$ cat config.mk
export PLATFORM = sky130hd
export DESIGN_NAME = pt_walker
export DESIGN_NICKNAME = d
export VERILOG_FILES = /design/src/rtl/pt_walker.sv
export SDC_FILE = /design/constraint.sdc
export NUM_CORES = 1
export LEC_CHECK = 0
export BUFFER_PORTS_ARGS = -buffer_cell sky130_fd_sc_hd__buf_2
export CAP_MARGIN = 5
export CELL_PAD_IN_SITES_DETAIL_PLACEMENT = 0
export CELL_PAD_IN_SITES_GLOBAL_PLACEMENT = 1
export CORE_MARGIN = 2
export CORE_UTILIZATION = 35
export CTS_CLUSTER_DIAMETER = 50
export DETAILED_ROUTE_END_ITERATION = 10
export PLACE_DENSITY_LB_ADDON = 0.3
export SYNTH_ARGS = -nofsm -noshare
export SYNTH_HDL_FRONTEND = slang
export SYNTH_SLANG_ARGS = --single-unit
$ cat constraint.sdc
create_clock -name clk -period 1.9 [get_ports clk]
set_input_delay 0.38 -clock clk [delete_from_list [all_inputs] [get_ports clk]]
set_output_delay 0.38 -clock clk [all_outputs]
set_load 0.01 [all_outputs]
$ cat src/rtl/pt_walker.sv
module pt_walker #(
  parameter int OFS_W = 12,
  parameter int IDX_W = 10,
  parameter int PPN_W = 22
) (
  input  logic                        clk,
  input  logic                        rst_n,
  input  logic                        req_valid,
  output logic                        req_ready,
  input  logic [OFS_W+2*IDX_W-1:0]    req_vaddr,
  input  logic [1:0]                  req_kind,
  input  logic [1:0]                  req_priv,
  input  logic                        req_sum,
  input  logic                        req_mxr,
  input  logic                        req_paged,
  input  logic [PPN_W-1:0]            req_root_ppn,
  output logic                        mem_req,
  output logic                        mem_we,
  output logic [PPN_W+OFS_W-1:0]      mem_addr,
  output logic [PPN_W+9:0]            mem_wdata,
  input  logic                        mem_ack,
  input  logic                        mem_err,
  input  logic [PPN_W+9:0]            mem_rdata,
  output logic                        rsp_valid,
  output logic                        rsp_fault,
  output logic [PPN_W+OFS_W-1:0]      rsp_paddr,
  output logic                        rsp_r,
  output logic                        rsp_w,
  output logic                        rsp_x
);
  localparam int VA_W  = OFS_W + 2*IDX_W;
  localparam int PTE_W = PPN_W + 10;
  localparam int PA_W  = PPN_W + OFS_W;

  typedef enum logic [2:0] {S_IDLE, S_READ, S_EVAL, S_WRITE, S_RESP} st_t;
  st_t st;

  logic [VA_W-1:0]  q_va;
  logic [1:0]       q_kind;
  logic             q_sup, q_sum, q_mxr;
  logic [PA_W-1:0]  base;
  logic             top;
  logic [PTE_W-1:0] pte;

  logic [IDX_W-1:0] idx;
  logic [PPN_W-1:0] ppn;
  logic f_v, f_r, f_w, f_x, f_u, f_d;
  logic is_load, is_store, is_fetch;
  logic is_ptr, bad_rsvd, bad_user, bad_align, bad_acc, leaf_bad;
  logic [PTE_W-1:0] new_pte;
  logic [PA_W-1:0]  leaf_pa;

  assign idx      = top ? q_va[VA_W-1 -: IDX_W] : q_va[OFS_W +: IDX_W];
  assign mem_addr = base + PA_W'({idx, 2'b00});
  assign mem_req  = (st == S_READ) || (st == S_WRITE);
  assign mem_we   = (st == S_WRITE);
  assign mem_wdata = pte;
  assign req_ready = (st == S_IDLE);
  assign rsp_valid = (st == S_RESP);

  assign ppn = pte[PTE_W-1:10];
  assign {f_d, f_u, f_x, f_w, f_r, f_v} = {pte[7], pte[4], pte[3], pte[2], pte[1], pte[0]};
  assign is_load  = (q_kind == 2'b00);
  assign is_store = (q_kind == 2'b01);
  assign is_fetch = q_kind[1];

  assign is_ptr    = !f_r && !f_w && !f_x;
  assign bad_rsvd  = f_w && !f_r;
  assign bad_user  = f_u ? (q_sup && (!q_sum || is_fetch)) : !q_sup;
  assign bad_align = top && (|ppn[IDX_W-1:0]);
  assign bad_acc   = is_load  ? !(f_r || (f_x && q_mxr)) :
                     is_store ? !f_w : !f_x;
  assign leaf_bad  = bad_rsvd || bad_user || bad_align || bad_acc;

  assign new_pte = pte | PTE_W'(8'h40) | (is_store ? PTE_W'(8'h80) : '0);
  assign leaf_pa = top ? {ppn[PPN_W-1:IDX_W], q_va[OFS_W +: IDX_W], q_va[OFS_W-1:0]}
                       : {ppn, q_va[OFS_W-1:0]};

  always_ff @(posedge clk or negedge rst_n) begin
    if (!rst_n) begin
      st <= S_IDLE;
      q_va <= '0; q_kind <= '0; q_sup <= 1'b0; q_sum <= 1'b0; q_mxr <= 1'b0;
      base <= '0; top <= 1'b0; pte <= '0;
      rsp_fault <= 1'b0; rsp_paddr <= '0;
      rsp_r <= 1'b0; rsp_w <= 1'b0; rsp_x <= 1'b0;
    end else begin
      case (st)
        S_IDLE: if (req_valid) begin
          q_va   <= req_vaddr;
          q_kind <= req_kind;
          q_sup  <= req_priv[0];
          q_sum  <= req_sum;
          q_mxr  <= req_mxr;
          if (!req_paged || req_priv[1]) begin
            rsp_fault <= 1'b0;
            rsp_paddr <= PA_W'(req_vaddr);
            {rsp_r, rsp_w, rsp_x} <= 3'b111;
            st <= S_RESP;
          end else begin
            base <= {req_root_ppn, {OFS_W{1'b0}}};
            top  <= 1'b1;
            st   <= S_READ;
          end
        end
        S_READ: if (mem_ack) begin
          if (mem_err) begin
            rsp_fault <= 1'b1; rsp_paddr <= '0; {rsp_r, rsp_w, rsp_x} <= 3'b000;
            st <= S_RESP;
          end else begin
            pte <= mem_rdata;
            st  <= S_EVAL;
          end
        end
        S_EVAL: begin
          if (f_v && is_ptr && top) begin
            base <= {ppn, {OFS_W{1'b0}}};
            top  <= 1'b0;
            st   <= S_READ;
          end else if (!f_v || is_ptr || leaf_bad) begin
            rsp_fault <= 1'b1; rsp_paddr <= '0; {rsp_r, rsp_w, rsp_x} <= 3'b000;
            st <= S_RESP;
          end else begin
            rsp_fault <= 1'b0;
            rsp_paddr <= leaf_pa;
            rsp_r <= f_r || (f_x && q_mxr);
            rsp_w <= f_w && (is_store || f_d);
            rsp_x <= f_x;
            if (new_pte != pte) begin
              pte <= new_pte;
              st  <= S_WRITE;
            end else begin
              st <= S_RESP;
            end
          end
        end
        S_WRITE: if (mem_ack) begin
          if (mem_err) begin
            rsp_fault <= 1'b1; rsp_paddr <= '0; {rsp_r, rsp_w, rsp_x} <= 3'b000;
          end
          st <= S_RESP;
        end
        default: st <= S_IDLE;
      endcase
    end
  end
endmodule

==> flow_metrics.tcl, run 1 <==
set metrics [dict create \
    status "finished with violations" \
    violations "negative setup slack" \
    cp_num_buf_inv 4 \
    yosys_warnings 0 \
    numPortBuffers 203 \
    setup_tns_ns -0.0276 \
    vdd_drop_max_mv 0.847 \
    crit_path_top_delay_cell "dfrtp_1" \
    drt-total-wl_um 18900 \
    die_height_um 138 \
    finalMaxSlewViolations 0 \
    relSlewSlack 0.662 \
    clockBufferDepth 2 \
    dr.pass1.iters 5 \
    drive_gt1_frac 0.459 \
    max_freq_mhz 523 \
    cp_top_family "buffers and inverters" \
    reg2reg_to "rsp_paddr[2]" \
    pwr_density_cell_nw_per_um2 1850 \
    synth_edf_count 0 \
    cp.depth 8 \
    yosysUniqueCellTypes 41 \
    syn_inst 581 \
    fp.dieArea_um2 19000 \
    crit_chain "buf_6 > nor3_1 > nor2_1 > o211ai_4 > buf_12 > buf_4 > clkbuf_16 > a221o_1" \
    first_global_vias 5178 \
    worstPathRequired_ns 2.19 \
    multi_input_area_um2 2640 \
    gp_congestion 0.834 \
    io_pins 206 \
    drv_cap 0 \
    core_region_area_um2 17400 \
    post-place-cells 996 \
    remaining_drc_errors 0 \
    fin_cells 1042 \
    final_nets 900 \
    setup_viol 4 \
    ys_ff_latch 133 \
    period_minus_slack_ns 1.91 \
    start_util 0.360 \
    clk_pin_slew_worst_paths_ns 0.06 \
    cp.arrival_ns 2.20 \
    crit_path_start "st[0]" \
    crit_path_end "rsp_paddr[2]" \
    insertion_delay_ns 0.41 \
    r2r_slack_ns -0.01 \
    grt_antenna_before_repair 3 \
    timing.final.crit_share 1.01 \
    critPathLaunchType "flop" \
    worstPathMaxFanout 11 \
    num_vias 5232 \
    final_common_cell "buf_2" \
    seq_area_um2 3330 \
    skew_ns 0.00921 \
    drtAntennaViolNets 0 \
    cts_root_buffer "clkbuf_16" \
    cts_tree "done" \
    cellLeakagePower_nw 4.39 \
    dpl.hpwl_um 13500 \
    holdPathStages 3 \
    worstSetupPathType "reg -> reg" \
    area_delta_synth_final_pct 36.2 \
    overflow 0 \
    syn_area_per_cell_um2 10.8 \
    ys.flop_type "dfrtp_1" \
    netlist_area_um2 6270 \
    worst_path_largest_cell_delay_ns 0.40 \
    tightest_slew_ns 0.506 \
    rows 48 \
    drt_iter0_markers 273 \
    timing.rr.start "st[0]" \
    final_cell_mix "202 x buf_2, 129 x dfrtp_1, 118 x nand2_1, 49 x mux2_2, 39 x o21ai_0" \
    worstSetupEndpointType "flop" \
    cts_sinks 133 \
    reg2reg_depth 8 \
    htreeDepth 4 \
    groute.usage.overall 0.195 \
    hold_class "in -> reg" \
    grt_max_degree 49 \
    die_w_um 138 \
    routed_via_density 5.02 \
    ys_seq_area_frac 0.530 \
    synthArstFlopShare 1.00 \
    hold_viol 0 \
    fin_ws_ns -0.0120 \
    wl_per_cell_um 18.1 \
    grt_pass1_wl_um 27900 \
    numCtsBuffers 17 \
    n_fill_cell 1618 \
]
-- cell families after synthesis --
logic type | count (synthesis) | synth area share
and+or+nand+nor | 186 | 0.128
DFF | 133 | 0.530
AOI/OAI and AO/OA | 114 | 0.125
muxes | 83 | 0.157
buffers and inverters | 64 | 0.0580
other | 1 | 0.000598
-- synth_stat cells, types with 3 or more instances --
master    instances  share of area
a221o_1          22          0.035
mux2i_1          15          0.024
o22ai_1          10          0.010
clkbuf_1         21          0.013
buf_4            17          0.020
mux2_2           49          0.088
o21ai_0          39          0.031
a22o_1           14          0.020
dfrtp_1         133           0.53
buf_2            12         0.0096
a21oi_1          17          0.014
nand2b_1          3         0.0030
nor3_1            6         0.0048
nor2_1           32          0.019
nor2b_1          12          0.012
inv_1             8         0.0048
nand2_1         118          0.071
buf_6             3         0.0054
and2_1            3         0.0030
mux2_4           19          0.045
-- metal layers --
layer  part of all wire  vias up  global-route usage
li1                   -     2455                   -
met1               0.43     2546               0.251
met2               0.47      202               0.315
met3              0.078       25              0.0548
met4              0.016        4              0.0652
met5             0.0014        -                   0
-- power breakdown --
part	switching (mW)	internal, mW
combinational	3.50	3.54
clock	1.20	2.33
sequential	0.986	4.23
total	5.69	10.1
-- worst min path at each step --
stage,startpoint,endpoint,slack [ns]
final,req_kind[1],q_kind[1],0.17
after CTS,req_kind[1],q_kind[1],0.16
after global placement,rst_n,base[25],0.36
after floorplan,rst_n,base[12],0.08
after detailed placement,rst_n,base[25],0.37
after global routing,req_kind[1],q_kind[1],0.19
-- tightest hold or removal path: cells and delay by family --
family / cells / cell delay (ns)
buf+inv: 1 / 0.08
compound gates: 1 / 0.05
simple gates: 1 / 0.04
-- final cells by class --
cell class	instances	area share
antenna	2	0.000586
timing repair buffer	257	0.190
sequential	133	0.390
clock buffer	24	0.0575
multi-input combinational	385	0.308
clock inverter	8	0.0170
tap	225	0.0329
inverter	8	0.00351
-- metrics by stage --
step           setup WS [ns]  area (um^2)  utilization  hold WS, ns  total power, mW
2_1_floorplan       -0.00434         6290            -       0.0844             9.21
3_3_place_gp          0.0273         7700        0.442        0.363             11.7
3_5_place_dp         -0.0338         7700        0.442        0.371             11.9
4_1_cts               0.0111         8370        0.481        0.158             15.5
5_1_grt              -0.0644         8540        0.490        0.191             16.8
6_report             -0.0120         8550        0.491        0.171             15.8
-- flip-flops by register name (all words and copies together) (netlist names), 2 cells and up --
register   count
rsp_paddr     34
mem_wdata     32
q_va          32
base          22
st             3
q_kind         2
-- repair_timing --
item | 4_1_cts | 5_1_grt
pin swaps | 0 | 7
buffers inserted | 1 | 7
hold buffers | 1 | 0
gates resized for setup | 5 | 10
gates cloned | 0 | 3
setup endpoints to repair | 17 | 60
hold endpoints to repair | 45 | 0
(Power assumes the default switching activity.)
==> run 2: changes to the inputs <==
REMOVE_ABC_BUFFERS = 1   (was not set)
==> run 2 against run 1 <==
The flow now finishes without violations. Core utilization is 0.23 points lower. Hold slack improved by 0.0092 ns. Global-route usage increased by 0.052 points. Total power down 2.8%. Die area stayed put. First-iteration DRC count up 7.0%. Register-to-register slack improved by 0.02 ns. Worst setup slack better by 0.019 ns. Sequential share of layout area is 0.17 points higher. Wire length is 1.3% lower. Critical path type unchanged.
==> flow_metrics.tcl, run 2 (synthesis results as in run 1) <==
set metrics [dict create \
    timing.final.crit_share 0.996 \
    vdd_drop_max_mv 0.668 \
    whs_ns 0.180 \
    cp_num_buf_inv 1 \
    clk_pin_slew_worst_paths_ns 0.06 \
    fin_area_um2 8510 \
    cp.arrival_ns 2.19 \
    io_pins 206 \
    grt_max_degree 49 \
    worstSetupEndpointType "flop" \
    start_util 0.360 \
    n_fill_cell 1656 \
    final_common_cell "buf_2" \
    max_freq_mhz 528 \
    worstPathMaxFanout 12 \
    dpl.hpwl_um 12900 \
    seq_area_um2 3330 \
    grt_antenna_before_repair 0 \
    dr.pass1.iters 5 \
    worstSetupPathType "reg -> reg" \
    wl_per_cell_um 17.9 \
    critPathLaunchType "flop" \
    setup_viol 0 \
    period_minus_slack_ns 1.89 \
    rows 48 \
    hold_class "in -> reg" \
    place_area_um2 7700 \
    core_region_area_um2 17400 \
    drv_cap 0 \
    worstPathRequired_ns 2.20 \
    drt_iter0_markers 292 \
    crit_chain "nor3_2 > nand3_2 > a2bb2oi_1 > or3_4 > buf_12 > mux2_4" \
    top_register "rsp_paddr" \
    fin_ws_ns 0.00709 \
    multi_input_area_um2 2650 \
    utilization 0.488 \
    finalMaxSlewViolations 0 \
    worst_path_largest_cell_delay_ns 0.39 \
    routed_via_density 4.97 \
    cp_top_family "simple AND/OR/NAND/NOR gates" \
    overflow 0 \
    rsz0062_at_grt "true" \
    htreeDepth 4 \
    fp.dieArea_um2 19000 \
    area_delta_synth_final_pct 35.6 \
    num_vias 5166 \
    numPortBuffers 203 \
    drtAntennaViolNets 0 \
    grt_pass1_wl_um 28000 \
    die_height_um 138 \
    pwr_density_cell_nw_per_um2 1800 \
    hold_viol 0 \
    preCtsSetupSlack_ns -0.197 \
    drt-total-wl_um 18600 \
    die_w_um 138 \
    antenna_cells 0 \
    clockBufferDepth 2 \
    remaining_drc_errors 0 \
    crit_path_top_delay_cell "or3_4" \
    cellLeakagePower_nw 4.37 \
    first_global_vias 5141 \
    cts_sinks 133 \
    groute.usage.overall 0.195 \
    gp_congestion 0.817 \
    final_nets 899 \
    skew_ns 0.00865 \
    drive_gt1_frac 0.462 \
    cts_tree "done" \
    insertion_delay_ns 0.42 \
    final_cell_mix "200 x buf_2, 130 x dfrtp_1, 117 x nand2_1, 49 x mux2_2, 39 x o21ai_0" \
    cts_root_buffer "clkbuf_16" \
    numCtsBuffers 17 \
    largest_reg_flops 34 \
    status "finished, final reports clean" \
    setup_tns_ns 0 \
]
## run 2: repair_timing
action,CTS,global route
setup endpoints to repair,76,68
cloned,1,1
resized for setup,8,12
hold buffers,1,0
endpoints found under the hold margin,43,0
pin swaps,1,1
setup buffers,4,2
## run 2: final cells by class
cell class	instances	share of cell area
well taps	225	0.0331
repair buffers	256	0.189
clock inverters	13	0.0174
clock buffers	19	0.0533
multi-input cells	385	0.312
inverters	8	0.00353
flip-flops and latches	133	0.392
## run 2: stage by stage
stage          instances  total power [mW]
2_1_floorplan        526              8.84
3_3_place_gp         998              11.6
3_5_place_dp         998              11.9
4_1_cts             1036              15.4
5_1_grt             1039              16.4
6_report            1039              15.3
## run 2: path summary, 6_finish.rpt
kind	startpoint	end	slack [ns]	cells after the start
setup / recovery	mem_wdata[3]	base[16]	0.007	6
hold / removal	req_kind[1]	q_kind[1]	0.18	3
setup reg to reg	mem_wdata[3]	base[16]	0.007	6
hold reg to reg	mem_wdata[5]	mem_wdata[5]	0.48	2
max in group asynchronous	rst_n	rsp_paddr[31]	0.80	3
min in group asynchronous	rst_n	base[27]	0.48	2
## run 2: routing by layer
metal,up-vias,share of wire,routed length [um],global-route usage
met1,2508,0.45,8420,0.264
met5,-,0,0,0
li1,2458,-,-,-
met4,0,0.013,240,0.0641
met3,18,0.071,1320,0.0435
met2,182,0.46,8660,0.311
## run 2: worst min-delay path, cell delays in order
cell	delay (ns)
buf_2	0.07
nand2_1	0.04
o21ai_0	0.06
## run 2: power by group
part | switching, mW | internal (mW)
clock network | 1.30 | 2.02
logic | 3.43 | 3.38
registers | 0.993 | 4.23
total | 5.72 | 9.63
==> run 3: changes to the inputs <==
ABC_AREA = 0   (was not set)
CELL_PAD_IN_SITES_DETAIL_PLACEMENT = not set   (was 0)
CELL_PAD_IN_SITES_GLOBAL_PLACEMENT = not set   (was 1)
CORE_MARGIN = not set   (was 2)
CORE_UTILIZATION = 40   (was 35)
==> run 3 against run 2 <==
Maximum frequency is 0.55% higher. Via count grew 1.6%. First-iteration DRC count is 13% lower. Largest power group unchanged. Critical endpoint is now rsp_paddr[26].
==> flow_metrics.tcl, run 3 (synthesis results as in run 1) <==
set metrics [dict create \
    n_fill_cell 1327 \
    multi_input_area_um2 2680 \
    numPortBuffers 203 \
    drt_iter0_markers 254 \
    cts_root_buffer "clkbuf_16" \
    timing.final.crit_share 0.991 \
    insertion_delay_ns 0.42 \
    reg2reg_depth 6 \
    skew_ns 0.00968 \
    drt-total-wl_um 17700 \
    hold_viol 0 \
    min_from "req_kind[1]" \
    routed_via_density 5.13 \
    htreeDepth 4 \
    io_pins 206 \
    worstPathMaxFanout 6 \
    period_minus_slack_ns 1.88 \
    numCtsBuffers 17 \
    cellLeakagePower_nw 4.40 \
    met3_usage 0.0603 \
    overflow 0 \
    grt_pass1_wl_um 27500 \
    top_register "rsp_paddr" \
    start_util 0.411 \
    holdPathStages 3 \
    final_common_cell "buf_2" \
    seq_area_um2 3330 \
    timing.rr.start "q_kind[1]" \
    drv_cap 0 \
    use_met1 0.270 \
    remaining_drc_errors 0 \
    pwr_density_cell_nw_per_um2 1810 \
    dr.pass1.iters 5 \
    met2_usage 0.379 \
    fp.dieArea_um2 16200 \
    max_freq_mhz 531 \
    preCtsSetupSlack_ns -0.145 \
    worstPathRequired_ns 2.20 \
    core_region_area_um2 15300 \
    grt-busiest-layer "met2" \
    hold_class "in -> reg" \
    antenna_cells 0 \
    worstSetupPathType "reg -> reg" \
    num_vias 5249 \
    rows 45 \
    area_delta_synth_final_pct 36.6 \
    dpl.hpwl_um 12200 \
    clockBufferDepth 2 \
    drive_gt1_frac 0.464 \
    clk_pin_slew_worst_paths_ns 0.06 \
    final_cell_mix "202 x buf_2, 129 x dfrtp_1, 117 x nand2_1, 48 x mux2_2, 39 x o21ai_0" \
    whs_ns 0.199 \
    largest_reg_flops 34 \
    groute.usage.overall 0.223 \
    grt_max_degree 47 \
    crit_path_start "q_kind[1]" \
    worstSetupEndpointType "flop" \
    gp_congestion 0.881 \
    first_global_vias 5382 \
    grt_antenna_before_repair 1 \
    fin_ws_ns 0.0174 \
    drtAntennaViolNets 0 \
    setup_viol 0 \
    die_height_um 127 \
    cts_tree "done" \
    vdd_drop_max_mv 0.801 \
    critPathLaunchType "flop" \
    status "finished, final reports clean" \
    final_nets 900 \
    rsz0062_at_grt "true" \
    die_w_um 127 \
    cts_sinks 133 \
    wl_per_cell_um 17.3 \
    finalMaxSlewViolations 0 \
    cp.arrival_ns 2.18 \
]
[run 3: cell count changes in the layout (fill, tap and decap cells not counted), moves of 2 or more]
cell | before | now
buf_12 | 10 | 13
buf_2 | 200 | 202
buf_6 | 6 | 1
bufinv_16 | 2 | 4
clkbuf_16 | 18 | 20
clkinv_2 | 2 | 4
clkinv_4 | 4 | 0
inv_6 | 4 | 0
[run 3: final timing paths]
check,endpoint,slack (ns)
worst max-delay path,rsp_paddr[26],0.02
worst min-delay path,q_kind[1],0.20
worst max register to register,rsp_paddr[26],0.02
worst min register to register,mem_wdata[9],0.48
max in group asynchronous,st[1],0.83
min in group asynchronous,q_va[2],0.47
[run 3: cell type report]
class                   instances  area share
clock buffers                  20      0.0533
multi-input cells             385       0.313
clock inverters                10      0.0181
well taps                     211      0.0308
inverters                       8     0.00350
flip-flops and latches        133       0.389
repair buffers                257       0.193
[run 3: power by group]
group / switching, mW / total, mW / internal, mW
Sequential: 1.00 / 5.24 / 4.23
Clock: 1.18 / 3.41 / 2.24
Combinational: 3.42 / 6.84 / 3.42
[run 3: repair_timing]
| action | 4_1_cts | 5_1_grt |
|---|---|---|
| hold buffers | 1 | 0 |
| cloned | 0 | 3 |
| buffers inserted | 1 | 10 |
| endpoints found under the setup margin | 71 | 49 |
| pin swaps | 1 | 3 |
| hold endpoints to repair | 43 | 0 |
| gates resized for setup | 8 | 14 |
[run 3: stage by stage]
step	area, um^2	instances	setup TNS (ns)	power, mW	util
finish	8570	1024	0	15.5	0.562
global route	8570	1024	-0.407	16.5	0.562
CTS	8350	1011	0	15.4	0.548
detailed placement	7690	979	-4.78	11.9	0.504
global placement	7690	979	-2.33	11.6	0.504
floorplan	5940	526	-105.48	8.84	-
[run 3: routing by layer]
metal / part of all wire / vias up
met2: 0.50 / 192
met5: 0 / -
met3: 0.061 / 26
li1: - / 2462
met4: 0.018 / 0
met1: 0.42 / 2569
[run 3: worst max-delay path: stages, from the launching register on]
cell       delay (ns)
dfrtp_1          0.38
or3_4            0.40
a31oi_4          0.21
nor4_4           0.08
and2_4           0.21
clkbuf_16        0.17
a221o_1          0.33
